[src/rtl/pwm_phase_sync.sv]
`timescale 1ns/1ps
module pwm_phase_sync #(
  parameter int CNT_W = 16
) (
  input  logic             clk,
  input  logic             rst_n,
  input  logic             wr_en,
  input  logic [2:0]       wr_addr,
  input  logic [CNT_W-1:0] wr_data,
  input  logic             sync_in,
  output logic             sync_out,
  output logic             pwm_out
);
  localparam int ACT_W = 12;
  localparam logic [CNT_W-1:0] ONE = CNT_W'(1);

  logic [CNT_W-1:0] prd_sh, ca_sh, cb_sh, ph_sh;
  logic [CNT_W-1:0] prd_act, ca_act, cb_act, ph_act;
  logic [CNT_W-1:0] cnt;
  logic [ACT_W-1:0] act;
  logic             dir_up, pwm_q, pwm_nxt;

  always_ff @(posedge clk) begin
    if (!rst_n) begin
      prd_sh <= '0; ca_sh <= '0; cb_sh <= '0; ph_sh <= '0; act <= '0;
    end else if (wr_en) begin
      case (wr_addr)
        3'd0: prd_sh <= wr_data;
        3'd1: ca_sh  <= wr_data;
        3'd2: cb_sh  <= wr_data;
        3'd3: ph_sh  <= wr_data;
        3'd4: act    <= wr_data[ACT_W-1:0];
        default: ;
      endcase
    end
  end

  wire at_zero = (cnt == '0);

  always_ff @(posedge clk) begin
    if (!rst_n) begin
      prd_act <= '0; ca_act <= '0; cb_act <= '0; ph_act <= '0;
    end else if (at_zero) begin
      prd_act <= prd_sh; ca_act <= ca_sh; cb_act <= cb_sh; ph_act <= ph_sh;
    end
  end

  always_ff @(posedge clk) begin
    if (!rst_n) begin
      cnt <= '0;
      dir_up <= 1'b0;
    end else if (sync_in) begin
      cnt <= ph_act;
      dir_up <= 1'b0;
    end else if (dir_up) begin
      if (cnt >= prd_act) begin
        dir_up <= 1'b0;
        if (!at_zero) cnt <= cnt - ONE;
      end else begin
        cnt <= cnt + ONE;
      end
    end else begin
      if (at_zero) begin
        dir_up <= 1'b1;
        if (prd_act != '0) cnt <= ONE;
      end else begin
        cnt <= cnt - ONE;
      end
    end
  end

  wire at_prd  = (cnt == prd_act);
  wire ca_up   =  dir_up && (cnt == ca_act);
  wire ca_dn   = !dir_up && (cnt == ca_act);
  wire cb_up   =  dir_up && (cnt == cb_act);
  wire cb_dn   = !dir_up && (cnt == cb_act);
  wire any_ev  = at_zero | at_prd | ca_up | ca_dn | cb_up | cb_dn;

  function automatic logic apply(input logic cur, input logic [1:0] code);
    case (code)
      2'b01:   return 1'b0;
      2'b10:   return 1'b1;
      2'b11:   return ~cur;
      default: return cur;
    endcase
  endfunction

  always_comb begin
    pwm_nxt = pwm_q;
    if (at_zero) pwm_nxt = apply(pwm_nxt, act[1:0]);
    if (at_prd)  pwm_nxt = apply(pwm_nxt, act[3:2]);
    if (cb_up)   pwm_nxt = apply(pwm_nxt, act[9:8]);
    if (cb_dn)   pwm_nxt = apply(pwm_nxt, act[11:10]);
    if (ca_up)   pwm_nxt = apply(pwm_nxt, act[5:4]);
    if (ca_dn)   pwm_nxt = apply(pwm_nxt, act[7:6]);
  end

  always_ff @(posedge clk) begin
    if (!rst_n) pwm_q <= 1'b0;
    else        pwm_q <= pwm_nxt;
  end

  assign pwm_out  = pwm_q;
  assign sync_out = at_zero;

  a_r2_phase_load: assert property (@(posedge clk) disable iff (!rst_n)
    sync_in |=> (cnt == $past(ph_act)) && !dir_up);

  a_r1_count_down: assert property (@(posedge clk) disable iff (!rst_n)
    (!dir_up && !at_zero && !sync_in) |=> cnt == $past(cnt) - ONE);

  a_r1_turn_at_top: assert property (@(posedge clk) disable iff (!rst_n)
    (dir_up && cnt >= prd_act && !sync_in) |=> !dir_up);

  a_r9_shadow_at_zero: assert property (@(posedge clk) disable iff (!rst_n)
    !at_zero |=> $stable(prd_act) && $stable(ca_act) && $stable(cb_act) && $stable(ph_act));

  a_r4_hold_without_event: assert property (@(posedge clk) disable iff (!rst_n)
    !any_ev |=> $stable(pwm_q));

  a_r8_compare_a_last: assert property (@(posedge clk) disable iff (!rst_n)
    (ca_up && act[5:4] == 2'b10) |=> pwm_q);
endmodule

[config.mk]
export PLATFORM = sky130hd
export DESIGN_NAME = pwm_phase_sync
export DESIGN_NICKNAME = d
export VERILOG_FILES = /design/src/rtl/pwm_phase_sync.sv
export SDC_FILE = /design/constraint.sdc
export NUM_CORES = 1
export LEC_CHECK = 0
export ABC_AREA = 1
export BUFFER_PORTS_ARGS = -buffer_cell sky130_fd_sc_hd__buf_2
export CAP_MARGIN = 30
export CORE_UTILIZATION = 30
export CTS_BUF_LIST = sky130_fd_sc_hd__clkbuf_8
export DETAILED_ROUTE_END_ITERATION = 6
export PLACE_DENSITY = 0.55
export SETUP_SLACK_MARGIN = 0.4
export SLEW_MARGIN = 20
export SYNTH_ARGS = -nofsm -noshare
export SYNTH_HDL_FRONTEND = slang
export SYNTH_SLANG_ARGS = --single-unit
[constraint.sdc]
create_clock -name clk -period 5 [get_ports clk]
set_input_delay 0 -clock clk [delete_from_list [all_inputs] [get_ports clk]]
set_output_delay 0 -clock clk [all_outputs]
set_load 0.01 [all_outputs]
# Word level (Yosys, flattened, before mapping)
# Index checks and enable logic that the tools add are counted.
dict set report op_classes {
  n_addsub 2
  multipliers 0
  div 0
  order_cmp 1
  n_eq_ne 27
  shift 0
  muxes 21
  bitwise_logic 7
  reduce_logical 15
}
# operator count
set op_table {}
lappend op_table {{16-bit two-way mux} 6}
lappend op_table {{16-bit equality test} 3}
lappend op_table {{2-bit equality test (second input constant)} 12}
lappend op_table {{1-bit case mux with 3 select lines} 6}
lappend op_table {{16-bit by 1-bit adder with 16-bit output (second input constant)} 1}
lappend op_table {{16-bit greater-or-equal comparator} 1}
lappend op_table {{16-bit logical NOT} 1}
lappend op_table {{16-bit nonzero test} 1}
lappend op_table {{16-bit by 1-bit subtractor with 16-bit output (second input constant)} 1}
lappend op_table {{2-bit by 1-bit equality test with 1-bit output (second input constant)} 6}
lappend op_table {{2-bit AND reduction} 6}
lappend op_table {{1-bit two-way mux} 9}
lappend op_table {{1-bit inverter} 7}
lappend op_table {{3-bit by 2-bit equality test with 1-bit output (second input constant)} 2}
lappend op_table {{1-bit logical AND} 4}
lappend op_table {{4-bit by 2-bit != test with 1-bit output (second input constant)} 1}
lappend op_table {{4-bit != test (second input constant)} 1}
lappend op_table {{3-bit by 1-bit equality test with 1-bit output (second input constant)} 1}
lappend op_table {{3-bit equality test (second input constant)} 1}
lappend op_table {{3-bit logical NOT} 1}
lappend op_table {{2-bit OR reduction} 1}
lappend op_table {{1-bit logical NOT} 1}
dict set report totals {
  register_bits 158
  latchBits 0
  ramBits 0
  mem_bits_ro 0
  inputBits 23
  out_inout_bits 2
  elab_cells 85
  mem_count 0
}

# Depth between registers and ports, before layout
# Gate-level depths: netlist (run 1).
dict set report logic_depth {
  word_depth 18
  depth_mapped 18
}

# Worst setup path before layout (run 1)
# No wires, ideal clock.
dict set report synth_timing {
  path_kind {reg-to-reg}
  startpoint {register cnt[0]}
  endpoint {register cnt[9]}
  setup_ns 0.130
  arrival_time_ns 2.027
  required_ns 4.870
  slack_ns 2.843
  path_stages_with_launch 12
  path_buffers 1
  path_cell_list {dfxtp_1 inv_1 ha_1 nand2_1 nor2_1 nand2_1 nor2_1 nor3_1 nand3_1 clkbuf_1 o211ai_1 a31oi_2}
}
dict set report synth_between {
  elab_chain_len 5
  elab_cells_between_ends 12
  cone_classes {add/sub: 2; order compare: 1; eq/ne: 2; mux: 5; reduce/logical: 2}
}
# item line
set synth_rtl {}
lappend synth_rtl {{start, declared} 19} ;# logic [CNT_W-1:0] cnt;
lappend synth_rtl {{start signal, assigned} 53} ;# cnt <= ph_act;
lappend synth_rtl {{start signal, assigned} 58} ;# if (!at_zero) cnt <= cnt - ONE;
lappend synth_rtl {{start signal, assigned} 60} ;# cnt <= cnt + ONE;
lappend synth_rtl {{16-bit by 1-bit subtractor with 16-bit output} {58, 67}}
lappend synth_rtl {{16-bit two-way mux} 58}
lappend synth_rtl {{16-bit two-way mux} 56} ;# if (cnt >= prd_act) begin
lappend synth_rtl {{16-bit two-way mux} 55} ;# end else if (dir_up) begin
lappend synth_rtl {{16-bit two-way mux} 52} ;# end else if (sync_in) begin
# Parallel ways exist; a longest one is shown, timed or not. The select of a mux whose other input is x is not followed.
# A chain may end at the register's enable or synchronous reset.

# Worst setup path after layout (run 1)
dict set report layout_timing {
  startpoint {register cnt[2]}
  endpoint {register cnt[6]}
}
# Same word-level chain as after synthesis.

==> summary.md, run 1 <==
| Metric | Value |
|---|---|
| Final Util | `34.1%` |
| H-tree Lvls | `4` |
| Fin. Hold Viols | `0` |
| Worst Path Required | `5.35 ns` |
| Period utilisation layout | `60.3%` |
| Yosys warns | `0` |
| Reg2Reg Launch Point | `cnt[2]` |
| First-pass GRT wire length | `32,200 um` |
| Distinct cells, synth | `43` |
| Die ar. | `25,500 sq um` |
| CTS Root Buffer Type | `clkbuf_8` |
| Switching part of the total | `45.7%` |
| Initial core utilization | `30.6%` |
| Worst Skew | `0.0144 ns` |
| Final setup violation count | `0` |
| Net Switching | `2290 uW` |
| Clk slew on worst S/H paths | `0.10 ns` |
| Seq pwr share | `36.2%` |
| R2R depth | `12` |
| GR Util All Layers | `16.2%` |
| Nets | `1,048` |
| Row Count | `57` |
| Number of I/O pins | `25` |
| Synthesized net count | `1,040` |
| Initial antenna violation count | `1` |
| RSZ-0062 raised after global routing | `false` |
| Cells after DPL | `1,292` |
| FF-to-FF End | `cnt[6]` |
| CP max FO | `20` |
| Clk_lat worst skew | `0.47 ns` |
| GR Overflow Total | `0` |
| Status | `complete, no violations` |
| Iter 0 DRT Violations | `434` |
| Share of cells above drive strength 1 | `9.13%` |
| TritonCTS Buffers | `17` |
| Seq cells post-synth | `158` |
| Vias in the first global route | `5,897` |
| # DRC | `0` |
| Core area | `24,300 sq um` |
| Die width | `160 um` |
| Placed Area | `7730 sq um` |
| Final Non-Filler Cells | `1,343` |
| Final Instance Area | `8300 sq um` |
| Crit path launch type | `flip-flop` |
| Worst Hold Class | `in -> reg` |
| Hpwl dp | `13,700 um` |
| Clock power share | `18.1%` |
| Die Ht | `160 um` |
| F_max | `332 MHz` |
| Synth Area per Inst | `7.47 sq um` |
| Crit path time final | `3.01 ns` |
| Comb pwr share | `45.7%` |
| Pre-antenna DRT Iters | `5` |
| Final Max Tran Viols | `0` |
| Post-Syn Area | `7450 sq um` |
| DR vias/cell | `4.71` |
| RePlAce Congestion | `0.899` |
| WL final | `19,900 um` |
| WS Path Type | `reg -> reg` |
| Max Buffers Root-to-Sink | `2` |
| Leakage power | `0.00316 uW` |
| Worst Path Arrival | `3.36 ns` |
| Mapped Cells | `998` |
| CTS tree | `done` |
| Worst setup path startpoint | `cnt[2]` |
| Pin count of the biggest net entering global routing | `86` |
| Sequential element share of the synthesized area | `42.4%` |
| Worst Max-Slew Pin Slew | `0.714 ns` |
| WL per Instance | `14.8 um` |
| CP endpoint | `cnt[6]` |
| Clock Sink Count | `158` |
| P per Cell Area | `605 nW/um^2` |
| Area delta synth->final | `11.3%` |
| Relative slew slack | `52.4%` |
| Max Cap Viol | `0` |
| Peak VDD IR | `0.244 mV` |
| R2R setup slack | `1.99 ns` |
| Setup crit end kind | `flip-flop` |
| Vias | `6,322` |
| Post-CTS Setup Bufs | `0` |
| Setup TNS | `0 ns` |
| Pint | `2730 uW` |
| Post-DRT Antenna Nets | `0` |
| Antenna cells | `0` |
| IO Port Bufs | `24` |
metrics by stage:
step           hold WS, ns  total power (uW)  setup slack [ns]
2_1_floorplan        0.166              3540              2.84
3_3_place_gp         0.330              4070              1.86
3_5_place_dp         0.338              4070              1.95
4_1_cts              0.128              5010              1.91
5_1_grt              0.180              5460              1.68
6_report             0.147              5020              1.99
worst min path at each step:
stage | startpoint | to | slack [ns] | depth (start not counted)
2_1_floorplan | wr_data[0] | act[0] | 0.17 | 2
3_3_place_gp | wr_data[2] | act[2] | 0.33 | 3
3_5_place_dp | wr_data[2] | act[2] | 0.34 | 3
4_1_cts | wr_en | act[5] | 0.13 | 3
5_1_grt | wr_en | act[5] | 0.18 | 3
6_report | wr_en | act[5] | 0.15 | 3
timing repair:
action | 4_1_cts | 5_1_grt
hold buffers | 18 | 0
endpoints found under the setup margin | 0 | 0
gates resized for setup | 0 | 0
hold endpoints to repair | 80 | 0
placed cells by master (no fill, tap or decap), drive strengths merged, types with 4 or more instances in the layout:
cell type	count
nor3	11
clkinvlp	4
clkinv	5
a22oi	7
nor2	67
xor2	18
inv	139
buf	31
a31oi	11
o211ai	5
clkbuf	18
nand3	35
o21ai	152
a21oi	153
dlygate4sd3	18
xnor2	16
nand2	124
dfxtp	158
nor4	6
nand4	10
ha	19
cells in the mapped netlist:
cell             count  share of area [%]
buf_2               19                1.3
nand3b_1             1               0.10
clkdlybuf4s50_1      1               0.13
o21bai_1             2               0.20
nand2_2              2               0.17
or2_2                2               0.17
o21ai_1              1              0.067
and2_1               2               0.17
nor2_4               1               0.15
a31oi_1              4               0.34
nor3_2               2               0.27
nor4_4               1               0.29
buf_6                6               0.91
xor2_1              18                2.1
clkinv_1             1              0.050
o22ai_1              1              0.084
clkbuf_1            32                1.6
nand2_4              2               0.30
xnor2_1             16                1.9
nor3_1               8               0.54
a31oi_2              6                1.0
nand2_1            120                6.0
buf_1                2               0.10
a21oi_1            152                 10
a21oi_2              1               0.12
dfxtp_1            158                 42
o21ai_2              1               0.12
nor3b_1              1               0.10
nand3_1             35                2.4
inv_1              128                6.4
o211ai_1             5               0.50
o21ai_0            150                 10
a31oi_4              1               0.29
nand4_1             10               0.84
nor2_2               4               0.34
nor4_1               5               0.42
a21o_1               2               0.20
a22oi_1              7               0.71
ha_1                19                3.2
a21boi_1             1               0.10
nor2_1              62                3.1
nor3_4               1               0.22
inv_2                5               0.25
critical path, stage by stage, from the launching register on:
cell,delay (ns)
dfxtp_1,0.61
ha_1,0.32
nand2_1,0.09
nor2_1,0.05
nand2_1,0.07
nor2_1,0.06
nor3_1,0.30
nand3_1,0.47
buf_4,0.38
inv_1,0.22
o21ai_0,0.13
nand3_1,0.11
a31oi_2,0.08
flip-flops by register name, indices dropped and copies added (netlist names), 16 cells and up:
register  count
prd_act      16
prd_sh       16
cb_act       16
ca_sh        16
cb_sh        16
cnt          16
ca_act       16
ph_act       16
ph_sh        16
final cells by class:
class | count | area (sq um)
clock buffers | 18 | 248
inverters | 134 | 504
multi-input cells | 646 | 3490
fillers | 2580 | 16000
repair buffers | 49 | 368
flip-flops and latches | 158 | 3160
well taps | 324 | 405
clock inverters | 14 | 123
routing by layer:
metal	share of wire, %	GRT usage (%)	wire length (um)	vias up
met5	0	0	0	-
met4	1.2	4.55	230	0
met3	4.2	3.48	841	15
met2	45	25.4	8910	130
met1	50	22.3	9880	2864
li1	-	-	-	3313
cell families (layout without fill, tap and decap cells):
group           count (synthesis)  after routing  share of synthesized area, %
buf+inv                       194            215                          10.8
compound gates                334            334                          24.0
flops                         158            158                          42.4
simple gates                  259            259                          15.6
xor+xnor                       34             34                          4.00
fa+ha+maj                      19             19                          3.19
power by group through the flow:
stage	clock network, uW	logic (uW)	registers [uW]
after detailed placement	0	2230	1840
final	908	2300	1820
after floorplan	0	1840	1700
after global routing	982	2620	1850
after global placement	0	2230	1840
after CTS	936	2250	1820
Power figures use the tool's default switching activity.
==> inputs of run 2 (changes only) <==
==> constraint.sdc (replaced) <==
create_clock -name clk -period 3 [get_ports clk]
set_input_delay 0 -clock clk [delete_from_list [all_inputs] [get_ports clk]]
set_output_delay 0 -clock clk [all_outputs]
set_load 0.01 [all_outputs]
==> run 2 against run 1 <==
  * Sequential cell count stayed put
  * Critical path type unchanged
  * Global-route usage is 0.091 points lower
  * Clock power is 93% higher
  * Cell count is 0.74% higher
  * Die area stayed put
  * Final area is 1.7% higher
  * Utilization is 0.58 points higher
  * Clock-buffer cell count is 1 lower
  * Via count is 0.28% higher
==> summary.md, run 2 (synthesis gave the netlist of run 1 again) <==
| Metric | Value |
|---|---|
| FF-to-FF End | `cnt[8]` |
| Worst Max-Slew Pin Slew | `0.875 ns (+0.161 ns)` |
| RePlAce Congestion | `0.908 (+1.1%)` |
| Reg2Reg Launch Point | `prd_act[9]` |
| Hold path cells | `3 (unchanged)` |
| Initial core utilization | `30.6% (unchanged)` |
| Iter 0 DRT Violations | `300 (-31%)` |
| WL per Instance | `14.6 um (-1.4%)` |
| Area delta synth->final | `13.2%` |
| Cells after DPL | `1,305 (+1.0%)` |
| Leading cell types in the layout, fill and taps excluded | `155 x dfxtp_1, 152 x a21oi_1, 150 x o21ai_0` |
| Post-DRT Antenna Nets | `0 (unchanged)` |
| Initial antenna violation count | `1 (unchanged)` |
| Share of cells above drive strength 1 | `10.5% (+1.4 points)` |
| Leakage power | `0.00326 uW (+3.0%)` |
| Relative slew slack | `41.7% (-11 points)` |
| Worst Skew | `0.0158 ns (+0.00146 ns)` |
| Clk slew on worst S/H paths | `0.10 ns (about the same)` |
| Pre-antenna DRT Iters | `5 (unchanged)` |
| H-tree Lvls | `4 (unchanged)` |
| Vias | `6,340 (+0.28%)` |
| Period utilisation layout | `80.8% (+21 points)` |
| R2R setup slack | `0.58 ns (-1.41 ns)` |
| IO Port Bufs | `24 (unchanged)` |
| Die Ht | `160 um (unchanged)` |
| Final setup violation count | `0 (unchanged)` |
| Peak VDD IR | `0.795 mV (+230%)` |
| Worst Path Arrival | `2.81 ns (-0.55 ns)` |
| Row Count | `57 (unchanged)` |
| R2R depth | `12 (unchanged)` |
| P per Cell Area | `1030 nW/um^2 (+69%)` |
| Worst Hold Launch | `sync_in` |
| Bufs and invs on worst path | `2 (unchanged)` |
| Die width | `160 um (unchanged)` |
| DR vias/cell | `4.69 (-0.46%)` |
| Hpwl dp | `13,900 um (+1.5%)` |
| Final Non-Filler Cells | `1,353 (+0.74%)` |
| GR Overflow Total | `0 (unchanged)` |
| CTS tree | `done` |
| WS Path Type | `reg -> reg` |
| Core area | `24,300 sq um (unchanged)` |
| Setup crit end kind | `flip-flop` |
| RSZ-0062 raised after global routing | `false` |
| Max Cap Viol | `0 (unchanged)` |
| Critical-path cell list | `inv_1, ha_1, nand2_1, nor2_1, nand2_1, nor2_1, nor3_2, nand3_1, buf_4, nand2_4, nand2_8, a31oi_2` |
| Status | `complete, no violations` |
| WL final | `19,700 um (-0.67%)` |
| Nets | `1,058 (+0.95%)` |
| Number of I/O pins | `25 (unchanged)` |
| Setup TNS | `0 ns (unchanged)` |
| # DRC | `0 (unchanged)` |
| CTS Root Buffer Type | `clkbuf_8` |
| Antenna cells | `0 (unchanged)` |
| First-pass GRT wire length | `32,200 um (-0.19%)` |
| Fin. Hold Viols | `0 (unchanged)` |
| Vias in the first global route | `6,043 (+2.5%)` |
| Worst Path Required | `3.39 ns (-1.96 ns)` |
| Crit path launch type | `flip-flop` |
| Crit path time final | `2.42 ns (-0.590 ns)` |
| TritonCTS Buffers | `17 (unchanged)` |
| Slowest stage delay, CP | `0.40 ns (-0.21 ns)` |
| Delay-heaviest family, CP | `simple AND/OR/NAND/NOR gates` |
| CP max FO | `14 (-30%)` |
| F_max | `412 MHz (+24%)` |
| Die ar. | `25,500 sq um (unchanged)` |
| Most common cell after layout, fill and taps aside | `dfxtp_1` |
| Final worst slack | `0.576 ns (-1.41 ns)` |
| Place WS | `0.468 ns (-1.48 ns)` |
| Crit-path slowest cell | `dfxtp_1` |
| Final Max Tran Viols | `0 (unchanged)` |
| Clock Sink Count | `158 (unchanged)` |
| Max Buffers Root-to-Sink | `2 (unchanged)` |
| Worst Hold Class | `in -> reg` |
| Pin count of the biggest net entering global routing | `98 (+14%)` |
| Clk_lat worst skew | `0.47 ns (about the same)` |
| Worst Hold Path EP | `cnt[8]` |
| GR Util All Layers | `16.1% (-0.091 points)` |
[run 2: cell count changes in the layout (fill, tap and decap cells not counted), sizes merged]
cell / before / now
clkinvlp: 4 / 1
bufinv: 0 / 3
dlygate4sd3: 18 / 16
clkbuf: 18 / 17
inv: 139 / 140
buf: 31 / 43
[run 2: worst register-to-register path, delay by kind of cell (launching register included)]
kind,cells,cell delay (ns)
compound gates,1,0.19
fa+ha+maj,1,0.31
flops,1,0.40
buf+inv,2,0.29
simple gates,8,1.15
[run 2: timing repair]
action,4_1_cts,5_1_grt
hold buffers,16,0
gates resized for setup,0,6
setup endpoints to repair,0,16
hold endpoints to repair,76,0
setup buffers,0,0
[run 2: metrics by stage]
step	hold slack [ns]	area (sq um)	power [uW]	utilization, %
after floorplan	0.166	7450	5910	-
after global placement	0.334	7820	6850	32.2
after detailed placement	0.342	7820	6870	32.2
after CTS	0.0156	8420	8670	34.6
after global routing	0.0282	8440	9410	34.7
final	0.0389	8440	8650	34.7
[run 2: routing by layer]
layer / track usage [%] / wire length [um] / part of all wire (%) / vias to the layer above
met1: 21.9 / 10100 / 51 / 2886
met4: 4.94 / 334 / 1.7 / 0
met5: 0 / 0 / 0 / -
li1: - / - / - / 3335
met3: 3.25 / 547 / 2.8 / 23
met2: 25.5 / 8760 / 44 / 96
[run 2: report_power, final]
| part | total [uW] | internal (uW) | switching, uW |
|---|---|---|---|
| Sequential | 2960 | 2570 | 388 |
| Combinational | 3940 | 1400 | 2540 |
| Clock | 1750 | 853 | 899 |
[run 2: worst max-delay path by stage]
stage                     cells past startpoint      end        from
after floorplan                              11   cnt[9]      cnt[0]
after global routing                         10  cnt[10]      cnt[1]
after global placement                       11   cnt[6]     cnt[15]
after detailed placement                     11   cnt[6]      cnt[8]
after CTS                                    11   cnt[6]     cnt[15]
final                                        12   cnt[8]  prd_act[9]
[run 2: final cells by class]
class                   count  area, sq um
fillers                  2554        15900
multi-input cells         646         3500
flip-flops and latches    158         3170
inverters                 134          504
repair buffers             59          429
well taps                 324          405
clock buffers              17          234
clock inverters            15          198
==> inputs of run 3 (changes only) <==
--- a/config.mk
+++ b/config.mk
@@ -5,13 +5,13 @@
 export SDC_FILE = /design/constraint.sdc
 export NUM_CORES = 1
 export LEC_CHECK = 0
-export ABC_AREA = 1
+export ABC_AREA = 0
 export BUFFER_PORTS_ARGS = -buffer_cell sky130_fd_sc_hd__buf_2
 export CAP_MARGIN = 30
 export CORE_UTILIZATION = 30
 export CTS_BUF_LIST = sky130_fd_sc_hd__clkbuf_8
 export DETAILED_ROUTE_END_ITERATION = 6
-export PLACE_DENSITY = 0.55
+export PLACE_DENSITY = 0.57
 export SETUP_SLACK_MARGIN = 0.4
 export SLEW_MARGIN = 20
 export SYNTH_ARGS = -nofsm -noshare
==> constraint.sdc (replaced) <==
create_clock -name clk -period 2 [get_ports clk]
set_input_delay 0 -clock clk [delete_from_list [all_inputs] [get_ports clk]]
set_output_delay 0 -clock clk [all_outputs]
set_load 0.01 [all_outputs]
==> run 3 against run 2 <==
  * The flow now finishes with violations (setup timing)
  * First-iteration DRC count up 43%
  * Routed wire length up 23%
  * Final area up 25%
  * Sequential cell count unchanged
  * Worst setup slack worse by 1.1 ns
  * Via count up 6.5%
  * Utilization up 8.5 points
  * Cell count up 1.0%
  * Clock-buffer cell count up 4
  * Largest cell class unchanged
  * Largest power group unchanged
==> summary.md, run 3 <==
| Metric | Value |
|---|---|
| Status | `complete, but fails checks` |
| Failing checks | `setup timing` |
| Clock Sink Count | `158 (unchanged)` |
| Hold path cells | `5 (+2)` |
| Crit path time final | `2.50 ns (+0.0713 ns)` |
| Post-Syn Area | `7440 sq um (-0.17%)` |
| FF-to-FF End | `cnt[15]` |
| Switching part of the total | `38.7% (-5.5 points)` |
| CTS tree | `done` |
| Max Cap Viol | `0 (unchanged)` |
| Worst Hold Path EP | `ca_sh[1]` |
| Most common cell in the netlist | `nand2_1` |
| Core area | `24,300 sq um (unchanged)` |
| Post-synth EDFFs | `0 (unchanged)` |
| Vias in the first global route | `6,547 (+8.3%)` |
| Synth area leader | `dfxtp_1` |
| Clk slew on worst S/H paths | `0.09 ns (about the same)` |
| DR vias/cell | `4.94 (+5.4%)` |
| Mapped Cells | `904 (-9.4%)` |
| Critical-path cell list | `inv_1, ha_4, or3_4, a21oi_4, a311oi_4, buf_6, nor3_4, nor4_2, or3_1, a32o_1` |
| Area delta synth->final | `41.2%` |
| Max Buffers Root-to-Sink | `2 (unchanged)` |
| Synth top cells by count | `300 x nand2_1, 158 x dfxtp_1, 119 x a21boi_0` |
| Top-area cell type share of the netlist area | `42.5% (+0.071 points)` |
| Sequential element share of the synthesized area | `42.5% (+0.071 points)` |
| Reg2Reg Launch Point | `prd_act[6]` |
| Final setup violation count | `56 (+56)` |
| WL per Instance | `17.8 um (+22%)` |
| Worst Max-Slew Pin Slew | `0.572 ns (-0.303 ns)` |
| GR Overflow Total | `0 (unchanged)` |
| Worst Path Required | `2.35 ns (-1.04 ns)` |
| R2R setup slack | `-0.50 ns (-1.07 ns)` |
| Net Switching | `6510 uW (+70%)` |
| P per Cell Area | `1600 nW/um^2 (+56%)` |
| Final Non-Filler Cells | `1,367 (+1.0%)` |
| Worst Skew | `0.0122 ns (-0.00361 ns)` |
| Crit path launch type | `flip-flop` |
| Final Instance Area | `10,500 sq um (+25%)` |
| Distinct cells, synth | `54 (+26%)` |
| Die width | `159 um (about the same)` |
| Placed Area | `8470 sq um (+8.3%)` |
| Synthesized net count | `946 (-9.0%)` |
| Die Ht | `159 um (about the same)` |
| Leading cell types in the layout, fill and taps excluded | `212 x nand2_1, 142 x dfxtp_1, 79 x buf_4` |
| Yosys warns | `0 (unchanged)` |
| Seq pwr share | `20.9% (-13 points)` |
| Worst Path Arrival | `2.85 ns (+0.04 ns)` |
| Crit-path slowest cell | `or3_4` |
| Post-DRT Antenna Nets | `0 (unchanged)` |
| Nets | `1,072 (+1.3%)` |
| Pin count of the biggest net entering global routing | `61 (-38%)` |
| Final Max Tran Viols | `0 (unchanged)` |
| Period utilisation layout | `125% (+44 points)` |
| Cells after DPL | `1,274 (-2.4%)` |
| CTS Root Buffer Type | `clkbuf_8` |
| F_max | `401 MHz (-2.9%)` |
| Slowest stage delay, CP | `0.40 ns (about the same)` |
| GR Util All Layers | `19.6% (+3.5 points)` |
| Leakage power | `0.00390 uW (+20%)` |
| R2R depth | `10 (-2)` |
| Vias | `6,752 (+6.5%)` |
| Hpwl dp | `14,900 um (+7.0%)` |
| Clk_lat worst skew | `0.47 ns (about the same)` |
| First-pass GRT wire length | `37,900 um (+18%)` |
| WHS | `0.116 ns (+0.0773 ns)` |
| # DRC | `0 (unchanged)` |
| Setup TNS | `-8.68 ns (-8.68 ns)` |
| Initial core utilization | `30.6% (-0.051 points)` |
| Pint | `10,300 uW (+110%)` |
| WL final | `24,400 um (+23%)` |
| Initial antenna violation count | `0 (-1)` |
| Clock power share | `14.2% (-6.1 points)` |
| H-tree Lvls | `4 (unchanged)` |
| Peak VDD IR | `0.752 mV (-5.4%)` |
| WS Path Type | `reg -> reg` |
| Synth Area per Inst | `8.23 sq um (+10%)` |
| Share of cells above drive strength 1 | `33.6% (+23 points)` |
| Setup crit end kind | `flip-flop` |
| Die ar. | `25,400 sq um (-0.17%)` |
| Comb pwr share | `64.8% (+19 points)` |
| Relative slew slack | `61.9% (+20 points)` |
| Most common cell after layout, fill and taps aside | `nand2_1` |
| Async SR Flop Fraction | `0% (unchanged)` |
| RSZ-0062 raised after global routing | `true` |
| Iter 0 DRT Violations | `429 (+43%)` |
| IO Port Bufs | `24 (unchanged)` |
| Row Count | `57 (unchanged)` |
| Delay-heaviest family, CP | `simple AND/OR/NAND/NOR gates` |
| Layout fillers | `2,364 (-7.4%)` |
| Pre-antenna DRT Iters | `4 (-1)` |
| Bufs and invs on worst path | `2 (unchanged)` |
| Area contributors post-synth | `dfxtp_1 43%, nand2_1 15%, a21boi_0 12%` |
| Number of I/O pins | `25 (unchanged)` |
| CP max FO | `5 (-9)` |
| Main synth FF type | `dfxtp_1` |
| Tot Pwr | `16,800 uW (+94%)` |
| Final worst slack | `-0.496 ns (-1.07 ns)` |
| Worst Hold Class | `in -> reg` |
| Fin. Hold Viols | `0 (unchanged)` |
| Worst Hold Launch | `wr_addr[1]` |
| TritonCTS Buffers | `17 (unchanged)` |
| RePlAce Congestion | `0.892 (-1.8%)` |
| Seq cells post-synth | `158 (unchanged)` |
| Antenna cells | `0 (unchanged)` |
[run 3: cell families after synthesis]
kind of cell / count (synthesis) / share of synthesized area (%)
simple gates: 399 / 23.4
compound gates: 189 / 19.4
flops: 158 / 42.5
buf+inv: 83 / 4.56
xor+xnor: 43 / 5.06
fa+ha+maj: 19 / 3.20
mux: 13 / 1.82
[run 3: how the worst max path moves through the flow]
stage,startpoint,end,depth (start not counted)
2_1_floorplan,prd_act[14],cnt[6],10
3_3_place_gp,prd_act[5],cnt[15],10
3_5_place_dp,prd_act[5],cnt[15],10
4_1_cts,prd_act[13],cnt[11],10
5_1_grt,prd_act[13],cnt[13],10
6_report,prd_act[6],cnt[15],10
[run 3: area by class of cell]
type / instances / area [sq um] / share of cell area [%]
clock buffer: 21 / 289 / 2.75
clock inverter: 11 / 108 / 1.02
inverter: 19 / 76.3 / 0.727
multi-input combinational: 663 / 4530 / 43.1
sequential: 158 / 3190 / 30.3
tap: 324 / 405 / 3.86
timing repair buffer: 171 / 1910 / 18.2
[run 3: layer usage]
layer / vias up / wire length [um] / track usage [%] / share of wire, %
met3: 42 / 1150 / 3.49 / 4.7
met2: 169 / 11200 / 31.6 / 46
li1: 3293 / - / - / -
met5: - / 0 / 0 / 0
met4: 0 / 766 / 7.69 / 3.1
met1: 3248 / 11300 / 25.9 / 46
[run 3: power groups by stage]
stage	Combinational, uW	Clock (uW)	Sequential, uW
floorplan	3410	0	3550
global placement	5480	0	3560
detailed placement	5480	0	3560
CTS	10300	2430	3520
global route	11400	2550	3550
finish	10900	2390	3520
[run 3: timing repair]
action,CTS,global route
buffers inserted,21,3
resized for setup,212,53
cloned,19,0
pin swaps,100,20
setup endpoints to repair,83,83
endpoints found under the hold margin,96,0
hold buffers,18,0
[run 3: through the flow]
step                util, %  worst slack, ns
floorplan                 -           -0.376
global placement       34.8           -0.477
detailed placement     34.8           -0.528
CTS                    42.2           -0.470
global route           43.2           -0.591
finish                 43.2           -0.496
[run 3: tightest hold or removal path: stages]
cell      delay (ns)
buf_2           0.13
nor2_1          0.06
buf_4           0.20
nand2_1         0.09
a21boi_0        0.06
